## src/rtl/hazard_pkg.sv

```systemverilog
package hazard_pkg;

   // Bypass select encoding shared by the execute-stage operand muxes.
   typedef enum logic [1:0] {
      BYP_REGFILE = 2'b00,
      BYP_WBACK   = 2'b01,
      BYP_MEMORY  = 2'b10
   } byp_sel_e;

   localparam int unsigned EXE_OPERANDS = 2;
   localparam int unsigned DEC_OPERANDS = 2;

endpackage

```

## src/rtl/hz_match.sv

```systemverilog
module hz_match #(
   parameter int unsigned REG_W         = 5,
   parameter bit          ZERO_IS_CONST = 1'b1
) (
   input  logic [REG_W-1:0] src,
   input  logic [REG_W-1:0] dst,
   input  logic             wr,
   output logic             hit
);

   localparam logic [REG_W-1:0] ZERO_SPEC = '0;

   generate
      if (ZERO_IS_CONST) begin : g_guard_zero
         // Register 0 always reads as zero, so a write to it is never bypassed.
         assign hit = wr && (src != ZERO_SPEC) && (src == dst);
      end else begin : g_plain
         assign hit = wr && (src == dst);
      end
   endgenerate

endmodule

```

## src/rtl/hz_exec_fwd.sv

```systemverilog
module hz_exec_fwd #(
   parameter int unsigned REG_W         = 5,
   parameter bit          ZERO_IS_CONST = 1'b1
) (
   input  logic [REG_W-1:0] src,
   input  logic [REG_W-1:0] mem_dst,
   input  logic [REG_W-1:0] wb_dst,
   input  logic             mem_wr,
   input  logic             wb_wr,
   output logic [1:0]       sel
);
   import hazard_pkg::*;

   logic hit_mem;
   logic hit_wb;

   hz_match #(.REG_W(REG_W), .ZERO_IS_CONST(ZERO_IS_CONST)) u_mem (
      .src(src), .dst(mem_dst), .wr(mem_wr), .hit(hit_mem)
   );
   hz_match #(.REG_W(REG_W), .ZERO_IS_CONST(ZERO_IS_CONST)) u_wb (
      .src(src), .dst(wb_dst), .wr(wb_wr), .hit(hit_wb)
   );

   // The younger result, in the memory stage, wins over writeback.
   always_comb begin
      if (hit_mem)     sel = BYP_MEMORY;
      else if (hit_wb) sel = BYP_WBACK;
      else             sel = BYP_REGFILE;
   end

endmodule

```

## src/rtl/hz_stall.sv

```systemverilog
module hz_stall #(
   parameter int unsigned REG_W = 5
) (
   input  logic [REG_W-1:0] dec_rs,
   input  logic [REG_W-1:0] dec_rt,
   input  logic [REG_W-1:0] exe_rt,
   input  logic [REG_W-1:0] exe_dst,
   input  logic [REG_W-1:0] mem_dst,
   input  logic             exe_wr,
   input  logic             exe_load,
   input  logic             mem_load,
   input  logic             dec_branch,
   output logic             hazard
);

   logic load_use;
   logic br_on_exe;
   logic br_on_mem;

   // A load's data exists only after the memory stage; a decode consumer waits.
   assign load_use  = exe_load && ((dec_rs == exe_rt) || (dec_rt == exe_rt));
   // The decode comparator cannot take an ALU result still in execute.
   assign br_on_exe = dec_branch && exe_wr &&
                      ((exe_dst == dec_rs) || (exe_dst == dec_rt));
   // Nor a load result that is still being read in the memory stage.
   assign br_on_mem = dec_branch && mem_load &&
                      ((mem_dst == dec_rs) || (mem_dst == dec_rt));

   assign hazard = load_use || br_on_exe || br_on_mem;

endmodule

```

## src/rtl/hazard_ctl.sv

```systemverilog
module hazard_ctl #(
   parameter int unsigned REG_W         = 5,
   parameter bit          ZERO_IS_CONST = 1'b1
) (
   input  logic [REG_W-1:0] dec_rs,
   input  logic [REG_W-1:0] dec_rt,
   input  logic [REG_W-1:0] exe_rs,
   input  logic [REG_W-1:0] exe_rt,
   input  logic [REG_W-1:0] exe_dst,
   input  logic [REG_W-1:0] mem_dst,
   input  logic [REG_W-1:0] wb_dst,
   input  logic             exe_wr,
   input  logic             mem_wr,
   input  logic             wb_wr,
   input  logic             exe_load,
   input  logic             mem_load,
   input  logic             dec_branch,
   output logic [1:0]       exe_fwd_a,
   output logic [1:0]       exe_fwd_b,
   output logic             dec_fwd_a,
   output logic             dec_fwd_b,
   output logic             stall_fetch,
   output logic             stall_decode,
   output logic             flush_exec
);
   import hazard_pkg::*;

   generate
      if (REG_W < 2 || REG_W > 8) begin : g_bad_width
         $error("hazard_ctl: REG_W must lie in 2..8");
      end
   endgenerate

   logic [REG_W-1:0] exe_src [EXE_OPERANDS];
   logic [1:0]       exe_sel [EXE_OPERANDS];
   logic [REG_W-1:0] dec_src [DEC_OPERANDS];
   logic             dec_sel [DEC_OPERANDS];
   logic             hazard;

   assign exe_src[0] = exe_rs;
   assign exe_src[1] = exe_rt;
   assign dec_src[0] = dec_rs;
   assign dec_src[1] = dec_rt;

   genvar gi;
   generate
      for (gi = 0; gi < EXE_OPERANDS; gi++) begin : g_exe
         hz_exec_fwd #(.REG_W(REG_W), .ZERO_IS_CONST(ZERO_IS_CONST)) u_fwd (
            .src    (exe_src[gi]),
            .mem_dst(mem_dst),
            .wb_dst (wb_dst),
            .mem_wr (mem_wr),
            .wb_wr  (wb_wr),
            .sel    (exe_sel[gi])
         );
      end
      // Decode bypass draws only from the memory stage; writeback data
      // reaches decode through the register file's write-before-read.
      for (gi = 0; gi < DEC_OPERANDS; gi++) begin : g_dec
         hz_match #(.REG_W(REG_W), .ZERO_IS_CONST(ZERO_IS_CONST)) u_cmp (
            .src(dec_src[gi]), .dst(mem_dst), .wr(mem_wr), .hit(dec_sel[gi])
         );
      end
   endgenerate

   hz_stall #(.REG_W(REG_W)) u_stall (
      .dec_rs    (dec_rs),
      .dec_rt    (dec_rt),
      .exe_rt    (exe_rt),
      .exe_dst   (exe_dst),
      .mem_dst   (mem_dst),
      .exe_wr    (exe_wr),
      .exe_load  (exe_load),
      .mem_load  (mem_load),
      .dec_branch(dec_branch),
      .hazard    (hazard)
   );

   assign exe_fwd_a    = exe_sel[0];
   assign exe_fwd_b    = exe_sel[1];
   assign dec_fwd_a    = dec_sel[0];
   assign dec_fwd_b    = dec_sel[1];
   assign stall_fetch  = hazard;
   assign stall_decode = hazard;
   assign flush_exec   = hazard;

endmodule

```

## config.mk

```make
export PLATFORM = sky130hd
export DESIGN_NAME = hazard_ctl
export DESIGN_NICKNAME = d
export VERILOG_FILES = /design/src/rtl/hazard_pkg.sv /design/src/rtl/hz_match.sv /design/src/rtl/hz_exec_fwd.sv /design/src/rtl/hz_stall.sv /design/src/rtl/hazard_ctl.sv
export SDC_FILE = /design/constraint.sdc
export NUM_CORES = 1
export LEC_CHECK = 0
export CAP_MARGIN = 20
export CORE_UTILIZATION = 40
export DETAILED_ROUTE_END_ITERATION = 10
export PLACE_DENSITY = 0.88
export REMOVE_ABC_BUFFERS = 1
export SYNTH_ARGS = -nofsm -noshare
export SYNTH_HDL_FRONTEND = slang
export SYNTH_SLANG_ARGS = --single-unit
```

## constraint.sdc

```tcl
create_clock -name vclk -period 2.7
set_input_delay 0.54 -clock vclk [all_inputs]
set_output_delay 0.54 -clock vclk [all_outputs]
set_load 0.02 [all_outputs]
```

* Yosys cells after proc, flatten, opt, wreduce, memory -nomap -nowiden
Index checks and enable logic that the tools add are counted.
Word-level totals: latch bits 0, output and inout bits 9, bits in read-only memories 0, RAM bits 0, input port bits 41, bits in registers 0, memories 0, word-level logic and storage cells 42
Operators by class: bitwise gates (word level) 0, div/mod/pow operators 0, $lt $le $gt $ge 0, shifts and indexed selects 0, eq/ne operators 12, reductions and logical operators 26, multiplexer cells 4, add/subtract/negate cells 0, multiply operators 0
Operator list (number):
- $eq 5x5->1 | 12
- $reduce_bool 5->1 | 4
- $logic_and 1x1->1 | 17
- $logic_or 1x1->1 | 5
- $mux 2 | 2
- $mux 1 | 2

* Logic depth before layout (Yosys ltp)
word-level depth 5, mapped depth 7, depth with buffers taken out 5

* By module
A second synthesis with hierarchy kept.
Unflattened totals: cells, all modules 111, area, all modules 867.1 sq um
Modules (own cells, without submodules):
- hz_match | seq. area each 0.0 sq um, area an instance 76.3 sq um, instances 6, cells each 10
- hz_stall | seq. area each 0.0 sq um, area an instance 351.6 sq um, instances 1, cells each 45
- hz_exec_fwd | seq. area each 0.0 sq um, area an instance 21.3 sq um, instances 2, cells each 2
- hazard_ctl | seq. area each 0.0 sq um, area an instance 15.0 sq um, instances 1, cells each 2

* Least setup slack after synthesis
No wires, ideal clock.
path type input port to output port, start input exe_rs[0], end output exe_fwd_a[0], required time 2160 ps, stages on the path 4, setup slack 201 ps, buffers on the path 0, arrival 1959 ps, path through or4_1 > nor2_1 > nor4_1 > nor4_1
Between the ends: elaborated cells between the ends (all ways) 9
RTL lines:
- start, declared | line hazard_ctl.sv:7 | input logic [REG_W-1:0] exe_rs,
- $reduce_bool 5->1 | line hz_match.sv:16 | assign hit = wr && (src != ZERO_SPEC) && (src == dst);
- $logic_and 1x1->1 | line hz_match.sv:16
- $logic_and 1x1->1 * | line hz_match.sv:16
- via g_exe[0].u_fwd.hit_mem | line hz_exec_fwd.sv:14 | logic hit_mem;
- $mux 2 * | line hz_exec_fwd.sv:26 | if (hit_mem) sel = BYP_MEMORY;
- end, declared | line hazard_ctl.sv:18 | output logic [1:0] exe_fwd_a,
The timed path passes the listed nets; every way through them passes the cells marked *.

* Worst setup path in the final report
start input exe_rt[1], end output exe_fwd_b[0]
Between the ends: word-level cells in the longest chain between the ends 5, elaborated cells between the ends (all ways) 9
RTL lines:
- start, declared | line hazard_ctl.sv:8 | input logic [REG_W-1:0] exe_rt,
- $reduce_bool 5->1 | line hz_match.sv:16
- $logic_and 1x1->1 (2 in a row) | line hz_match.sv:16
- $mux 1 | line hz_exec_fwd.sv:27 | else if (hit_wb) sel = BYP_WBACK;
- $mux 2 * | line hz_exec_fwd.sv:26
- end, declared | line hazard_ctl.sv:19 | output logic [1:0] exe_fwd_b,
Mark *: on every way between the ends. The rest lies on a longest branch, timed or not.

==> metrics.csv <==
stage,metric,value,unit
status,outcome,completed,
yosys,netlist_top_cells_area,"xor2_1 (31%), xnor2_1 (29%), nand4_1 (6.0%)",
placed_design,pre_cts_ws,-501,ps
finish,final_cells,191,
sta,max_freq,0.377,GHz
yosys,synth-simple-area-share,28.2,%
floorplan,start_util,42.4,%
routing,drtAntennaViolNets,0,
placed_design,dp.cells,191,
critical_path,crit_required,2160,ps
finish,nets,209,
routing,via_per_inst,5.10,
floorplan,rows,15,
sta,finalHoldViolCount,0,
sta,holdWs,1650,ps
yosys,yosysWarnings,0,
critical_path,cp_common_cell,nor4_2,
sta,finalMaxSlewViolations,0,
critical_path,worst_path_max_delay_cell,or4_4,
routing,wirelength,3110,um
power,p_per_area,156,nW/um2
critical_path,path_class,input pin to primary output,
floorplan,die_h,44.6,um
yosys,synth.distinct_cells,18,
global_routing,grt-ovfl-total,0,
placed_design,io_buffers,50,
yosys,synthMuxAreaShare,0,%
flow_run,drv_cap,0,
cts,post-cts-setup-buffers,0,
placed_design,gp_congestion,0.933,
floorplan,coreArea,1710,um2
yosys,synth.most_common_cell,xor2_1,
placed_design,place_area,1430,um2
routing,drc,0,
finish,seq_area,0,um2
finish,n_sequential_cell,0,
yosys,yosys-top-cells-count,"xor2_1 (26), xnor2_1 (24), nand4_1 (7)",
global_routing,grt_max_degree,5,
routing,drt_iter0_drc,15,
worst_hold_path,hold_class,input pin to primary output,
finish,n_antenna_cell,0,
sta,slew_headroom,79.7,%
routing,drt-wirelength-per-cell,16.3,um
yosys,avgSynthCellArea,7.63,um2
floorplan,io_pins,50,
yosys,synth_xor_area_share,60.4,%
floorplan,die_w,44.6,um
critical_path,crit_chain,clkdlybuf4s50_1 > or4_4 > nor2_4 > nor4_2 > nor4_2 > buf_4,
routing,vias,975,
yosys,syn_inst,95,
global_routing,grt_pass1_wl,4360,um
critical_path,worstSetupEndpoint,exe_fwd_b[0],
sta,fin_crit_sh,98.2,%
finish,drive_above_1_share,30.1,%
yosys,synth_top_family_by_area,XOR/XNOR gates,
finish,areaGrowthSynthToFinish,104,%
routing,dr.pass1.iters,4,
yosys,synth-compound-area-share,2.59,%
power,vdd_drop_max,0.000102,V
yosys,synthesis.area,724,um2
finish,nClkBuffers,0,
critical_path,slowest_delay,540,ps
finish,utilization,86.7,%
critical_path,startpoint_type,input pin,
finish,post-route-cell-area,1480,um2
sta,rsz0062_at_grt,no,
sta,worst_slack,47.7,ps
yosys,synth_top_area_cell,xor2_1,
yosys,synthAdderAreaFrac,0,%
sta,setup_viol_count_final,0,
yosys,post-synth-top-area-fraction,31.4,%
critical_path,cp_max_fo,2,
placed_design,dpl.hpwl,2430,um
critical_path,cp.arrival,2110,ps
critical_path,crit_start,exe_rt[1],
sta,fin_crit,2650,ps
power,cellLeakagePower,0.709,nW
critical_path,end_kind,primary output,
global_routing,track_usage,29.3,%
yosys,yosysSeqAreaShare,0,%
floorplan,dieArea,1990,um2
global_routing,antenna_found_initial,0,
global_routing,grt_pass1_vias,964,
sta,worstMarginPinSlew,302,ps
[what timing repair did]
item | in CTS | in global routing
hold buffers | 0 | 0
endpoints found under the setup margin | 9 | 9
pin swaps | 0 | 7
gates resized for setup | 39 | 25
[worst min-delay path by stage]
stage / startpoint / endpoint / slack, ps / cells past startpoint
finish: exe_rs[0] / exe_fwd_a[0] / 1650 / 6
global route: exe_rs[4] / exe_fwd_a[0] / 1700 / 6
CTS: wb_wr / exe_fwd_a[0] / 1780 / 4
detailed placement: wb_wr / exe_fwd_a[0] / 2160 / 4
global placement: wb_wr / exe_fwd_a[0] / 2150 / 4
floorplan: wb_wr / exe_fwd_b[0] / 1200 / 2
[area by class of cell]
class / count / area [um2]
Timing Repair Buffer: 81 / 743
Multi-Input combinational cell: 85 / 707
Fill cell: 88 / 226
Tap cell: 25 / 31.3
[critical path, delay by kind of cell]
| family | cells | cell delay [ps] |
|---|---|---|
| buffers and inverters | 2 | 620 |
| and+or+nand+nor | 4 | 950 |
[power by group]
part / switching (mW) / internal, mW / total [mW]
registers: 0 / 0 / 0
clock network: 0 / 0 / 0
logic: 0.102 / 0.129 / 0.231
[cells by family (layout without fill, tap and decap cells)]
family / after synthesis / after routing
AOI/OAI and AO/OA: 3 / 3
xor gates and xnor gates: 50 / 50
buffers and inverters: 10 / 81
and+or+nand+nor: 32 / 32
[placed cells by master, fill, tap and decap left out, types with 3 or more instances in the layout]
cell type and instances:
nand2_1 3, clkdlybuf4s50_1 24, buf_4 34, xor2_1 26, nand4_1 7, nor4_1 3
nand3_1 4, nor4_2 4, dlygate4sd2_1 4, xnor2_1 23, dlymetal6s2s_1 14
[per-stage QoR]
step / total power [mW] / setup TNS (ps)
floorplan: 0.0763 / 0
finish: 0.231 / 0
detailed placement: 0.221 / -3390
CTS: 0.220 / -32.3
global placement: 0.212 / -2840
global route: 0.243 / 0
[per-layer routing]
layer / track usage, % / routed length, um
met1: 36.1 / 1250
met3: 0 / 87
met2: 59.1 / 1760
met4: 0 / 14
met5: 0 / 0
Power figures use the tool's default switching activity.
